--- src/rtl/dcoja_pkg.sv ---
package dcoja_pkg;
  localparam int unsigned NARROW_EXTRA_SHIFT = 3;  // ~3.3 bits for a decade, rounded

  typedef enum logic {
    CORNER_WIDE   = 1'b0,
    CORNER_NARROW = 1'b1
  } corner_e;

  typedef enum logic {
    SRC_LINE = 1'b0,
    SRC_SYNC = 1'b1
  } ref_src_e;
endpackage

--- src/rtl/dcoja_ref_sel.sv ---
module dcoja_ref_sel #(
  parameter int unsigned SYNC_STAGES = 2
) (
  input  logic clk_i,
  input  logic rst_ni,
  input  logic line_ref_i,
  input  logic sync_ref_i,
  input  logic ref_sel_i,
  output logic edge_o
);
  import dcoja_pkg::*;

  localparam int unsigned NUM_SRC = 2;

  logic [NUM_SRC-1:0] raw;
  logic [NUM_SRC-1:0] synced;
  logic               sel_lvl;
  logic               sel_d_q;

  assign raw[SRC_LINE] = line_ref_i;
  assign raw[SRC_SYNC] = sync_ref_i;

  for (genvar g = 0; g < NUM_SRC; g++) begin : g_sync
    logic [SYNC_STAGES-1:0] sh_q;
    always_ff @(posedge clk_i or negedge rst_ni) begin
      if (!rst_ni) sh_q <= '0;
      else         sh_q <= {sh_q[SYNC_STAGES-2:0], raw[g]};
    end
    assign synced[g] = sh_q[SYNC_STAGES-1];
  end

  assign sel_lvl = synced[ref_sel_i];

  always_ff @(posedge clk_i or negedge rst_ni) begin
    if (!rst_ni) sel_d_q <= 1'b0;
    else         sel_d_q <= sel_lvl;
  end

  assign edge_o = sel_lvl & ~sel_d_q;
endmodule

--- src/rtl/dcoja_nco.sv ---
module dcoja_nco #(
  parameter int unsigned ACC_W = 16
) (
  input  logic             clk_i,
  input  logic             rst_ni,
  input  logic [ACC_W-1:0] freq_i,
  output logic [ACC_W-1:0] phase_o,
  output logic             en_o
);
  logic [ACC_W-1:0] acc_q;
  logic [ACC_W:0]   sum;
  logic             en_q;

  assign sum = {1'b0, acc_q} + {1'b0, freq_i};

  always_ff @(posedge clk_i or negedge rst_ni) begin
    if (!rst_ni) begin
      acc_q <= '0;
      en_q  <= 1'b0;
    end else begin
      acc_q <= sum[ACC_W-1:0];
      en_q  <= sum[ACC_W];
    end
  end

  assign phase_o = acc_q;
  assign en_o    = en_q;
endmodule

--- src/rtl/dcoja_loop.sv ---
module dcoja_loop #(
  parameter int unsigned ACC_W      = 16,
  parameter int unsigned NOM_INC    = 4096,
  parameter int unsigned SHIFT_BASE = 4
) (
  input  logic             clk_i,
  input  logic             rst_ni,
  input  logic             edge_i,
  input  logic [ACC_W-1:0] phase_i,
  input  logic             narrow_i,
  input  logic             lost_i,
  input  logic             centre_dis_i,
  output logic [ACC_W-1:0] freq_o
);
  import dcoja_pkg::*;

  localparam int unsigned SH_MAX = SHIFT_BASE + NARROW_EXTRA_SHIFT;
  localparam int unsigned SH_W   = $clog2(SH_MAX + 1);
  localparam int unsigned EXT_W  = ACC_W + 2;
  localparam logic signed [EXT_W-1:0] NOM_S = EXT_W'(NOM_INC);
  localparam logic signed [EXT_W-1:0] MIN_S = EXT_W'(1);
  localparam logic signed [EXT_W-1:0] MAX_S = {2'b00, {ACC_W{1'b1}}};

  logic [SH_W-1:0]         shamt;
  logic signed [ACC_W-1:0] err;
  logic signed [ACC_W-1:0] corr;
  logic signed [EXT_W-1:0] cand;
  logic [ACC_W-1:0]        steer;
  logic [ACC_W-1:0]        freq_q;

  assign shamt = (corner_e'(narrow_i) == CORNER_NARROW) ? SH_W'(SH_MAX) : SH_W'(SHIFT_BASE);
  assign err   = $signed(phase_i);
  assign corr  = err >>> shamt;
  assign cand  = NOM_S - {{2{corr[ACC_W-1]}}, corr};

  always_comb begin
    if (cand < MIN_S)      steer = ACC_W'(1);
    else if (cand > MAX_S) steer = {ACC_W{1'b1}};
    else                   steer = cand[ACC_W-1:0];
  end

  always_ff @(posedge clk_i or negedge rst_ni) begin
    if (!rst_ni)                     freq_q <= ACC_W'(NOM_INC);
    else if (edge_i)                 freq_q <= steer;
    else if (lost_i && !centre_dis_i) freq_q <= ACC_W'(NOM_INC);
  end

  assign freq_o = freq_q;
endmodule

--- src/rtl/dcoja_loss.sv ---
module dcoja_loss #(
  parameter int unsigned LOSS_PERIODS = 2
) (
  input  logic clk_i,
  input  logic rst_ni,
  input  logic edge_i,
  input  logic out_en_i,
  output logic lost_o
);
  localparam int unsigned CNT_W = $clog2(LOSS_PERIODS + 1);
  localparam logic [CNT_W-1:0] LIMIT = CNT_W'(LOSS_PERIODS);

  logic [CNT_W-1:0] cnt_q;

  always_ff @(posedge clk_i or negedge rst_ni) begin
    if (!rst_ni)                       cnt_q <= '0;
    else if (edge_i)                   cnt_q <= '0;
    else if (out_en_i && cnt_q < LIMIT) cnt_q <= cnt_q + 1'b1;
  end

  assign lost_o = (cnt_q == LIMIT);
endmodule

--- src/rtl/dcoja_frame_div.sv ---
module dcoja_frame_div #(
  parameter int unsigned FRAME_DIV = 256
) (
  input  logic clk_i,
  input  logic rst_ni,
  input  logic en_i,
  output logic frame_o
);
  localparam int unsigned DIV_W = $clog2(FRAME_DIV);
  localparam logic [DIV_W-1:0] LAST = DIV_W'(FRAME_DIV - 1);

  logic [DIV_W-1:0] div_q;
  logic             frame_q;

  always_ff @(posedge clk_i or negedge rst_ni) begin
    if (!rst_ni) begin
      div_q   <= '0;
      frame_q <= 1'b0;
    end else begin
      frame_q <= en_i && (div_q == LAST);
      if (en_i) div_q <= (div_q == LAST) ? '0 : div_q + 1'b1;
    end
  end

  assign frame_o = frame_q;
endmodule

--- src/rtl/dco_jitter_atten.sv ---
module dco_jitter_atten #(
  parameter int unsigned ACC_W        = 16,
  parameter int unsigned NOM_INC      = 4096,
  parameter int unsigned SHIFT_BASE   = 4,
  parameter int unsigned SYNC_STAGES  = 2,
  parameter int unsigned LOSS_PERIODS = 2,
  parameter int unsigned FRAME_DIV    = 256
) (
  input  logic clk_i,
  input  logic rst_ni,
  input  logic line_ref_i,
  input  logic sync_ref_i,
  input  logic ref_sel_i,
  input  logic narrow_i,
  input  logic centre_dis_i,
  output logic clk_en_o,
  output logic frame_en_o,
  output logic ref_lost_o
);
  logic             ref_edge;
  logic [ACC_W-1:0] phase_w;
  logic [ACC_W-1:0] freq_w;
  logic             en_w;
  logic             lost_w;

  dcoja_ref_sel #(.SYNC_STAGES(SYNC_STAGES)) i_ref_sel (
    .clk_i, .rst_ni, .line_ref_i, .sync_ref_i, .ref_sel_i,
    .edge_o(ref_edge)
  );

  dcoja_nco #(.ACC_W(ACC_W)) i_nco (
    .clk_i, .rst_ni, .freq_i(freq_w), .phase_o(phase_w), .en_o(en_w)
  );

  dcoja_loop #(.ACC_W(ACC_W), .NOM_INC(NOM_INC), .SHIFT_BASE(SHIFT_BASE)) i_loop (
    .clk_i, .rst_ni, .edge_i(ref_edge), .phase_i(phase_w), .narrow_i,
    .lost_i(lost_w), .centre_dis_i, .freq_o(freq_w)
  );

  dcoja_loss #(.LOSS_PERIODS(LOSS_PERIODS)) i_loss (
    .clk_i, .rst_ni, .edge_i(ref_edge), .out_en_i(en_w), .lost_o(lost_w)
  );

  dcoja_frame_div #(.FRAME_DIV(FRAME_DIV)) i_frame (
    .clk_i, .rst_ni, .en_i(en_w), .frame_o(frame_en_o)
  );

  assign clk_en_o   = en_w;
  assign ref_lost_o = lost_w;
endmodule

--- config.mk ---
export PLATFORM = sky130hd
export DESIGN_NAME = dco_jitter_atten
export DESIGN_NICKNAME = d
export VERILOG_FILES = /design/src/rtl/dcoja_pkg.sv /design/src/rtl/dcoja_ref_sel.sv /design/src/rtl/dcoja_nco.sv /design/src/rtl/dcoja_loop.sv /design/src/rtl/dcoja_loss.sv /design/src/rtl/dcoja_frame_div.sv /design/src/rtl/dco_jitter_atten.sv
export SDC_FILE = /design/constraint.sdc
export NUM_CORES = 1
export LEC_CHECK = 0
export BUFFER_PORTS_ARGS = -buffer_cell sky130_fd_sc_hd__buf_2
export CAP_MARGIN = 10
export CORE_AREA = 2 2 83 85
export DETAILED_ROUTE_END_ITERATION = 7
export DIE_AREA = 0 0 85 87
export PLACE_DENSITY = 0.62
export SETUP_SLACK_MARGIN = 0.1
export SLEW_MARGIN = 0
export SYNTH_ARGS = -nofsm -noshare
export SYNTH_HDL_FRONTEND = slang
export SYNTH_HIERARCHICAL = 1
export SYNTH_SLANG_ARGS = --single-unit
--- constraint.sdc ---
create_clock -name clk_i -period 2.25 [get_ports clk_i]
set_clock_uncertainty 0.05 [all_clocks]
set_input_delay 0.45 -clock clk_i [delete_from_list [all_inputs] [get_ports clk_i]]
set_output_delay 0.45 -clock clk_i [all_outputs]
set_load 0.1 [all_outputs]
# Yosys cells after proc, flatten, opt, wreduce, memory -nomap -nowiden
# Index checks and enable logic that the tools add are counted.
# totals
reg_bits	49
in_bits	7
output_inout_bits	3
wordCells	38
# op_classes
add_sub_neg	4
n_bitwise	2
mux	10
n_reduce_logical	6
magnitude_cmp	4
shift	1
eq_ne	2
# op_table
operator	count
2-to-1 mux 16 bit	4
greater-than comparator 18 x 17 -> 1 bit, second input constant	1
less-than comparator 18 x 2 -> 1 bit, second input constant	1
adder 16 x 16 -> 17 bit	1
subtractor 14 x 16 -> 17 bit, first input constant	1
>>> shifter 16 x 3 -> 16 bit	1
adder 8 x 1 -> 8 bit, second input constant	1
equality test 8 bit, second input constant	1
2-to-1 mux 8 bit	1
2-to-1 mux 2 bit	3
nonzero test 2 bit	2
logical AND 1 bit	3
adder 2 x 1 -> 2 bit, second input constant	1
equality test 2 bit, second input constant	1
less-than comparator 1 x 2 -> 1 bit, second input constant	1
less-than comparator 2 bit, second input constant	1
2-to-1 mux 1 bit	2
AND 1 bit	1
zero test 1 bit	1
inverter 1 bit	1

# Depth between registers and ports, before layout
# Gate-level depths: netlist of the first run.
# depth
word_depth	7
mapped_depth	8
depth_no_buf	7

# Hierarchy
# Netlist of the first run, hierarchy kept.
# modules_own_cells
module	instances	area_each_um2	cells_each	seq_area_each_um2
dcoja_nco	1	1281.2	127	425.4
dcoja_loop	1	967.2	107	326.6
dcoja_frame_div	1	422.9	37	225.2
dcoja_ref_sel	1	153.9	7	125.1
dcoja_loss	1	115.1	11	50.0

# Least setup slack after synthesis of the first run
# No wires, ideal clock.
# synth_timing
path_kind	reg2reg
startpoint	register i_loop.freq_q[0] (netlist: i_loop/freq_o[0])
endpoint	register i_nco.en_q (netlist: i_nco/en_o)
required_ns	2.072
n_path_buf	0
setup_time_ns	0.128
t_arrival_ns	1.914
path_slack_ns	0.158
path_stages_with_launch	8
period_less_slack_ns	2.092
cell_sequence	dfrtp_1 > ha_1 > fa_1 > a21o_1 > a221oi_2 > o21ai_2 > a21oi_2 > o21ai_0
# synth_between
elab_chain_len	1
# synth_rtl
element	line	source
start: declaration	dcoja_loop.sv:29	logic [ACC_W-1:0] freq_q;
start signal: assignment	dcoja_loop.sv:43	if (!rst_ni) freq_q <= ACC_W'(NOM_INC);
start signal: assignment	dcoja_loop.sv:44	else if (edge_i) freq_q <= steer;
start signal: assignment	dcoja_loop.sv:45	else if (lost_i && !centre_dis_i) freq_q <= ACC_W'(NOM_INC);
adder 16 x 16 -> 17 bit	dcoja_nco.sv:14	assign sum = {1'b0, acc_q} + {1'b0, freq_i};
via i_nco.sum[16]	dcoja_nco.sv:11	logic [ACC_W:0] sum;
end signal: assignment	dcoja_nco.sv:22	en_q <= sum[ACC_W];
end: declaration	dcoja_nco.sv:12	logic en_q;
# The timed path passes the listed nets, and every way through them passes these cells.
# A chain may end at the register's enable or synchronous reset.

# Final worst setup path of the first run
# Ends and elaborated chain as after synthesis.

==> metrics.yaml, run 1 <==
status:
  status: "complete, no violations"
grt:
  grt_max_degree: 25
  met2_usage_pct: 27.3
  grtUsageMet3_pct: 3.22
  grt_first_pass_wirelength_um: 10600
  busiest_layer: "met2"
  grt-ovfl-total: 0
  met1_usage_pct: 26.3
  grt_pass1_vias: 2140
  track_usage_pct: 17.9
  antenna_found_initial: 0
detailed_routing:
  viasPerCell: 5.85
  final_antenna_net_count: 0
  wl_per_cell_um: 15.8
  vias: 2264
  wl_um: 6100
  first_pass_iters: 4
  drc_errors: 0
  drt_first_iter_violations: 149
critical_path:
  reg2regPathDepth: 8
  critPathLaunch: "i_loop/freq_o[0]"
  crit_cells: 8
  crit_buf_inv: 1
  crit_path_top_delay_cell: "dfrtp_1"
  worstSetupPathType: "flop to flop"
  endpoint: "i_nco/en_o"
  crit_path_start_kind: "flop"
  cp_max_fo: 3
  cp_top_family: "compound AO/OA/AOI/OAI gates"
  arrival_ns: 2.19
  path_cells: "ha_2 > fa_2 > a21o_1 > a221oi_2 > buf_4 > o21ai_2 > a21oi_2 > o21ai_0"
  crit_path_end_kind: "flop"
  r2r_slack_ns: 0.20
  r2r-start: "i_loop/freq_o[0]"
  cpPeakStageDelay_ns: 0.39
  required_ns: 2.39
  r2r_end: "i_nco/en_o"
synth:
  synth-edff-count: 0
  synth_area_um2: 2940
  yosysWarnings: 6
  synth_cells: 289
  postSynth.topFlopCell: "dfrtp_1"
  postSynthAreaPerCell_um2: 10.2
  yosysSeqAreaShare_pct: 39.2
  synthDistinctLibCells: 65
  ys_ff_latch: 46
  async_flop_share_pct: 100
pwr:
  leakage_nw: 1.45
  share_comb_of_total_power_pct: 59.6
  p_clk_share_pct: 9.7
  internal_power_w: 0.00283
  p_sw_w: 0.00246
  p_seq_share_pct: 30.7
  max-vdd-ir-drop_mv: 0.910
  total_power_w: 0.00529
  swShare_pct: 46.5
  power_density_nw_per_um2: 1640
floorplanning:
  initial_core_util_pct: 44.8
  dieHeight_um: 87
  core-area_um2: 6570
  ios: 10
  die-area_um2: 7400
  die_x_um: 85
  rows: 30
worst_hold_path:
  holdCritPathClass: "primary input to flop"
cts:
  clk_pin_slew_worst_paths_ns: 0.09
  cts_sinks: 46
  cts_inserted_buffers: 5
  cts_max_path_buffers: 2
  tritoncts: "yes"
  clk_latency_ns: 0.31
  cts_root_buf: "clkbuf_8"
  h-tree-depth: 2
sta:
  post-route-period-util_pct: 91.3
  setup_viol: 0
  hold_viol: 0
  hold_slack_ns: 0.197
  period_needed_ns: 2.05
  drv_slew: 0
  rsz0062_at_grt: "false"
  fmax_ghz: 0.487
  setup_tns_ns: 0
place:
  hpwl_um: 4540
  port_buffers: 9
  gp_congestion: 0.840
final_layout:
  syn_to_final_growth_pct: 9.70
  final_layout_size_suffix_gt1_share_pct: 18.6
  nets: 334
  diodes: 0
flow_run:
  max_cap_viol_count: 0
## sequential cells by signal, indices dropped and copies added, names as in the netlist
name / cells
i_frame/div_q: 8
i_frame/frame_o: 1
i_loop/freq_o: 13
i_loss/cnt_q: 2
i_nco/en_o: 1
i_nco/phase_o: 16
i_ref_sel/g_sync.sh_q: 4
i_ref_sel/sel_d_q: 1
## cell families (layout without fill, tap and decap cells)
family | Yosys count | after routing | share of synthesized area (%)
adders and majority gates | 21 | 21 | 9.19
buffers and inverters | 31 | 47 | 5.40
other | 1 | 3 | 0.128
AOI/OAI and AO/OA | 82 | 82 | 20.5
DFF | 46 | 46 | 39.2
muxes | 13 | 13 | 4.85
xor gates and xnor gates | 19 | 19 | 5.66
and+or+nand+nor | 76 | 76 | 15.1
## cell usage after synthesis, drive strengths merged, types with 3 or more instances
| library cell | instances | share of area [%] |
|---|---|---|
| a211oi | 5 | 1.3 |
| nor4 | 6 | 1.5 |
| nand2 | 16 | 2.0 |
| buf | 13 | 3.1 |
| mux2i | 9 | 3.1 |
| or3 | 3 | 0.64 |
| nand3 | 7 | 1.2 |
| nor3 | 10 | 2.0 |
| nand4 | 5 | 1.3 |
| nor2b | 6 | 1.6 |
| inv | 13 | 1.7 |
| xnor2 | 11 | 3.3 |
| a21oi | 13 | 2.6 |
| nor2 | 10 | 1.3 |
| a41oi | 3 | 0.89 |
| and3 | 4 | 0.85 |
| o311ai | 3 | 0.89 |
| xor2 | 8 | 2.4 |
| ha | 20 | 8.5 |
| a21o | 9 | 2.3 |
| mux2 | 4 | 1.8 |
| dfrtp | 45 | 38 |
| o21ai | 18 | 3.2 |
| o211ai | 9 | 2.3 |
| clkbuf | 5 | 0.64 |
| nand2b | 3 | 0.64 |
## metrics by stage
step | instances | area (um^2) | utilization [%] | setup slack, ns
after floorplan | 291 | 2950 | - | 0.158
after global placement | 377 | 3100 | 47.1 | 0.120
after detailed placement | 377 | 3100 | 47.1 | 0.0963
after CTS | 387 | 3200 | 48.7 | 0.104
after global routing | 387 | 3230 | 49.1 | 0.0905
final | 387 | 3230 | 49.1 | 0.196
## worst min path at each step
stage               startpoint                     endpoint  slack (ns)  depth (start not counted)
floorplan               rst_ni             i_frame/div_q[0]        0.10                          0
global placement        rst_ni             i_frame/div_q[4]        0.22                          1
detailed placement      rst_ni             i_frame/div_q[4]        0.23                          1
CTS                 line_ref_i  i_ref_sel/g_sync[0].sh_q[0]        0.19                          1
global route        sync_ref_i  i_ref_sel/g_sync[1].sh_q[0]        0.18                          1
finish              line_ref_i  i_ref_sel/g_sync[0].sh_q[0]        0.20                          1
## per-layer routing
layer / up-vias / routed length [um]
li1: 1107 / -
met1: 1121 / 3100
met2: 31 / 2730
met3: 5 / 205
met4: 0 / 69
met5: - / 0
## timing repair
item,CTS,global route
resized for setup,1,5
hold endpoints to repair,4,0
buffers inserted,1,0
pin swaps,0,1
cloned,0,0
setup endpoints to repair,3,8
hold buffers,1,0
## cell type report
| class | instances | area [um^2] |
|---|---|---|
| Fill cell | 607 | 3340 |
| Multi-Input combinational cell | 214 | 1660 |
| Sequential cell | 46 | 1150 |
| Timing Repair Buffer | 26 | 175 |
| Tap cell | 80 | 100 |
| Clock buffer | 6 | 72.6 |
| Inverter | 13 | 48.8 |
| Clock inverter | 2 | 13.8 |
## power by group through the flow
stage / clock, W / combinational, W / sequential (W)
final: 0.000512 / 0.00315 / 0.00163
after detailed placement: 0 / 0.00304 / 0.00163
after floorplan: 0 / 0.00242 / 0.00157
after CTS: 0.000530 / 0.00309 / 0.00162
after global placement: 0 / 0.00298 / 0.00164
after global routing: 0.000571 / 0.00351 / 0.00168
## placed cells by master, fill, tap and decap left out, types with 3 or more instances in the layout
cell type and instances:
inv_1 13, xor2_1 8, and3_1 4, nor2_1 10, a21o_1 9, a211oi_1 4
o211ai_1 9, dfrtp_1 45, xnor2_1 11, nand3_1 7, a21oi_1 10, o21ai_0 15
a21oi_2 3, or3_1 3, nor2b_1 4, mux2i_1 9, nor4_1 4, buf_2 9
nand2b_1 3, conb_1 3, nand4_1 4, buf_4 16, ha_1 18, nand2_1 16
nor3_1 8, clkbuf_8 5
(Power assumes the default switching activity.)
==> run 2: changes to the inputs <==
--- a/config.mk
+++ b/config.mk
@@ -7,9 +7,10 @@
 export LEC_CHECK = 0
 export BUFFER_PORTS_ARGS = -buffer_cell sky130_fd_sc_hd__buf_2
 export CAP_MARGIN = 10
-export CORE_AREA = 2 2 83 85
+export CORE_AREA = 2 2 106 67
+export CTS_BUF_LIST = sky130_fd_sc_hd__clkbuf_2
 export DETAILED_ROUTE_END_ITERATION = 7
-export DIE_AREA = 0 0 85 87
+export DIE_AREA = 0 0 108 69
 export PLACE_DENSITY = 0.62
 export SETUP_SLACK_MARGIN = 0.1
 export SLEW_MARGIN = 0
==> run 2 against run 1 <==
Effect of this change:
- final cell count grew 3.9%
- wire length grew 11%
- via count grew 1.9%
- utilization grew 2.5 points
- setup slack lost 0.024 ns
- critical path depth shrank 2
- sequential power is essentially flat
- clock-buffer cell count is the same
- worst hold slack gained 0.020 ns
- die area grew 0.77%
==> metrics.yaml, run 2 (synthesized netlist as in run 1, its figures left out) <==
cts:
  clk_pin_slew_worst_paths_ns: 0.25
  cts_inserted_buffers: 5
  cts_max_path_buffers: 2
  cts_sinks: 46
  h-tree-depth: 2
  tritoncts: "yes"
  clk_latency_ns: 0.43
  cts_root_buf: "clkbuf_2"
pwr:
  max-vdd-ir-drop_mv: 0.788
  leakage_nw: 1.49
  power_density_nw_per_um2: 1660
sta:
  drv_slew: 0
  post-route-period-util_pct: 92.4
  hold_viol: 0
  rsz0062_at_grt: "true"
  fmax_ghz: 0.481
  period_needed_ns: 2.08
  hold_slack_ns: 0.217
  setup_viol: 0
  setup_tns_ns: 0
grt:
  grt-ovfl-total: 0
  antenna_found_initial: 0
  track_usage_pct: 19.8
  grt_first_pass_wirelength_um: 11700
  grt_pass1_vias: 2254
  grt_max_degree: 47
worst_hold_path:
  whs_endpoint: "i_ref_sel/sel_d_q"
  hold_depth: 2
  holdCritPathClass: "primary input to flop"
  hp-start: "ref_sel_i"
critical_path:
  r2r-start: "i_loop/freq_o[1]"
  r2r_end: "i_nco/phase_o[13]"
  worstSetupPathType: "flop to flop"
  crit_path_start_kind: "flop"
  arrival_ns: 2.37
  crit_path_end_kind: "flop"
  reg2regPathDepth: 6
  cp_max_fo: 3
  r2r_slack_ns: 0.17
  required_ns: 2.54
floorplanning:
  ios: 10
  rows: 23
  die_x_um: 108
  initial_core_util_pct: 45.4
  die-area_um2: 7450
  core-area_um2: 6470
  dieHeight_um: 69
detailed_routing:
  final_antenna_net_count: 0
  vias: 2306
  drc_errors: 0
  first_pass_iters: 4
  wl_um: 6800
  routed-wl-met3_um: 378
  viasPerCell: 5.74
  drt_first_iter_violations: 161
  wl_met2_um: 2660
  top_layer: "met4"
  m1WireLength_um: 3700
  wl_per_cell_um: 16.9
final_layout:
  largest_reg_flops: 16
  nets: 342
  fillerInstances: 574
  final_cell_mix: "45 x dfrtp_1, 20 x buf_4, 16 x nand2_1"
  final_layout_size_suffix_gt1_share_pct: 21.6
  ff_latch_area_um2: 1150
  multi_input_area_um2: 1720
  diodes: 0
  final_common_cell: "dfrtp_1"
  syn_to_final_growth_pct: 13.7
status:
  status: "complete, no violations"
flow_run:
  max_cap_viol_count: 0
place:
  hpwl_um: 4940
  gp_congestion: 0.828
  port_buffers: 9
run 2: cell count changes in the layout (fill, tap and decap cells not counted), sizes merged:
cell         change
clkbuf           +1
dlygate4sd3      +2
inv              +1
clkinv           -1
buf              +5
run 2: final cells by class:
cell class,count,share of cell area [%]
clock buffer,6,0.899
clock inverter,2,0.374
inverter,13,1.46
multi-input combinational,214,51.5
sequential,46,34.5
tap,87,3.26
timing repair buffer,34,8.01
run 2: worst max path at each step:
stage	endpoint	start	depth (start not counted)
finish	i_nco/phase_o[13]	i_loop/freq_o[1]	6
global route	i_nco/phase_o[13]	i_loop/freq_o[1]	6
CTS	i_nco/en_o	i_loop/freq_o[0]	7
detailed placement	i_nco/phase_o[10]	i_loop/freq_o[0]	7
global placement	i_nco/en_o	i_loop/freq_o[0]	7
floorplan	i_nco/en_o	i_loop/freq_o[0]	7
run 2: power by group:
group          internal (W)  switching [W]  total, W
Sequential          0.00121       0.000419   0.00163
Combinational       0.00162        0.00195   0.00357
Clock             0.0000825       0.000280  0.000363
run 2: routing by layer:
| metal | global-route usage [%] | up-vias |
|---|---|---|
| met2 | 26.1 | 69 |
| met3 | 3.60 | 7 |
| met1 | 32.4 | 1109 |
| met5 | 0 | - |
| met4 | 5.13 | 0 |
| li1 | - | 1121 |
run 2: worst max-delay path, cell delays in order (launching register included):
cell,delay [ns]
dfrtp_1,0.49
ha_1,0.33
a211oi_1,0.31
o21bai_2,0.16
a41oi_2,0.24
nand2_1,0.12
a311oi_1,0.28
run 2: what timing repair did:
item / in CTS / in global routing
resized for setup: 4 / 13
setup buffers: 1 / 1
setup endpoints to repair: 6 / 10
pin swaps: 2 / 6
endpoints found under the hold margin: 45 / 2
hold buffers: 1 / 2
run 2: stage by stage:
| step | power [W] | setup slack (ns) | instance area, um^2 | cells | utilization (%) |
|---|---|---|---|---|---|
| final | 0.00556 | 0.172 | 3340 | 402 | 51.6 |
| after global routing | 0.00602 | 0.0585 | 3340 | 402 | 51.6 |
| after CTS | 0.00532 | 0.115 | 3250 | 399 | 50.2 |
| after detailed placement | 0.00483 | 0.00963 | 3170 | 389 | 48.9 |
| after global placement | 0.00478 | 0.0496 | 3170 | 389 | 48.9 |
| after floorplan | 0.00399 | 0.158 | 2950 | 291 | - |
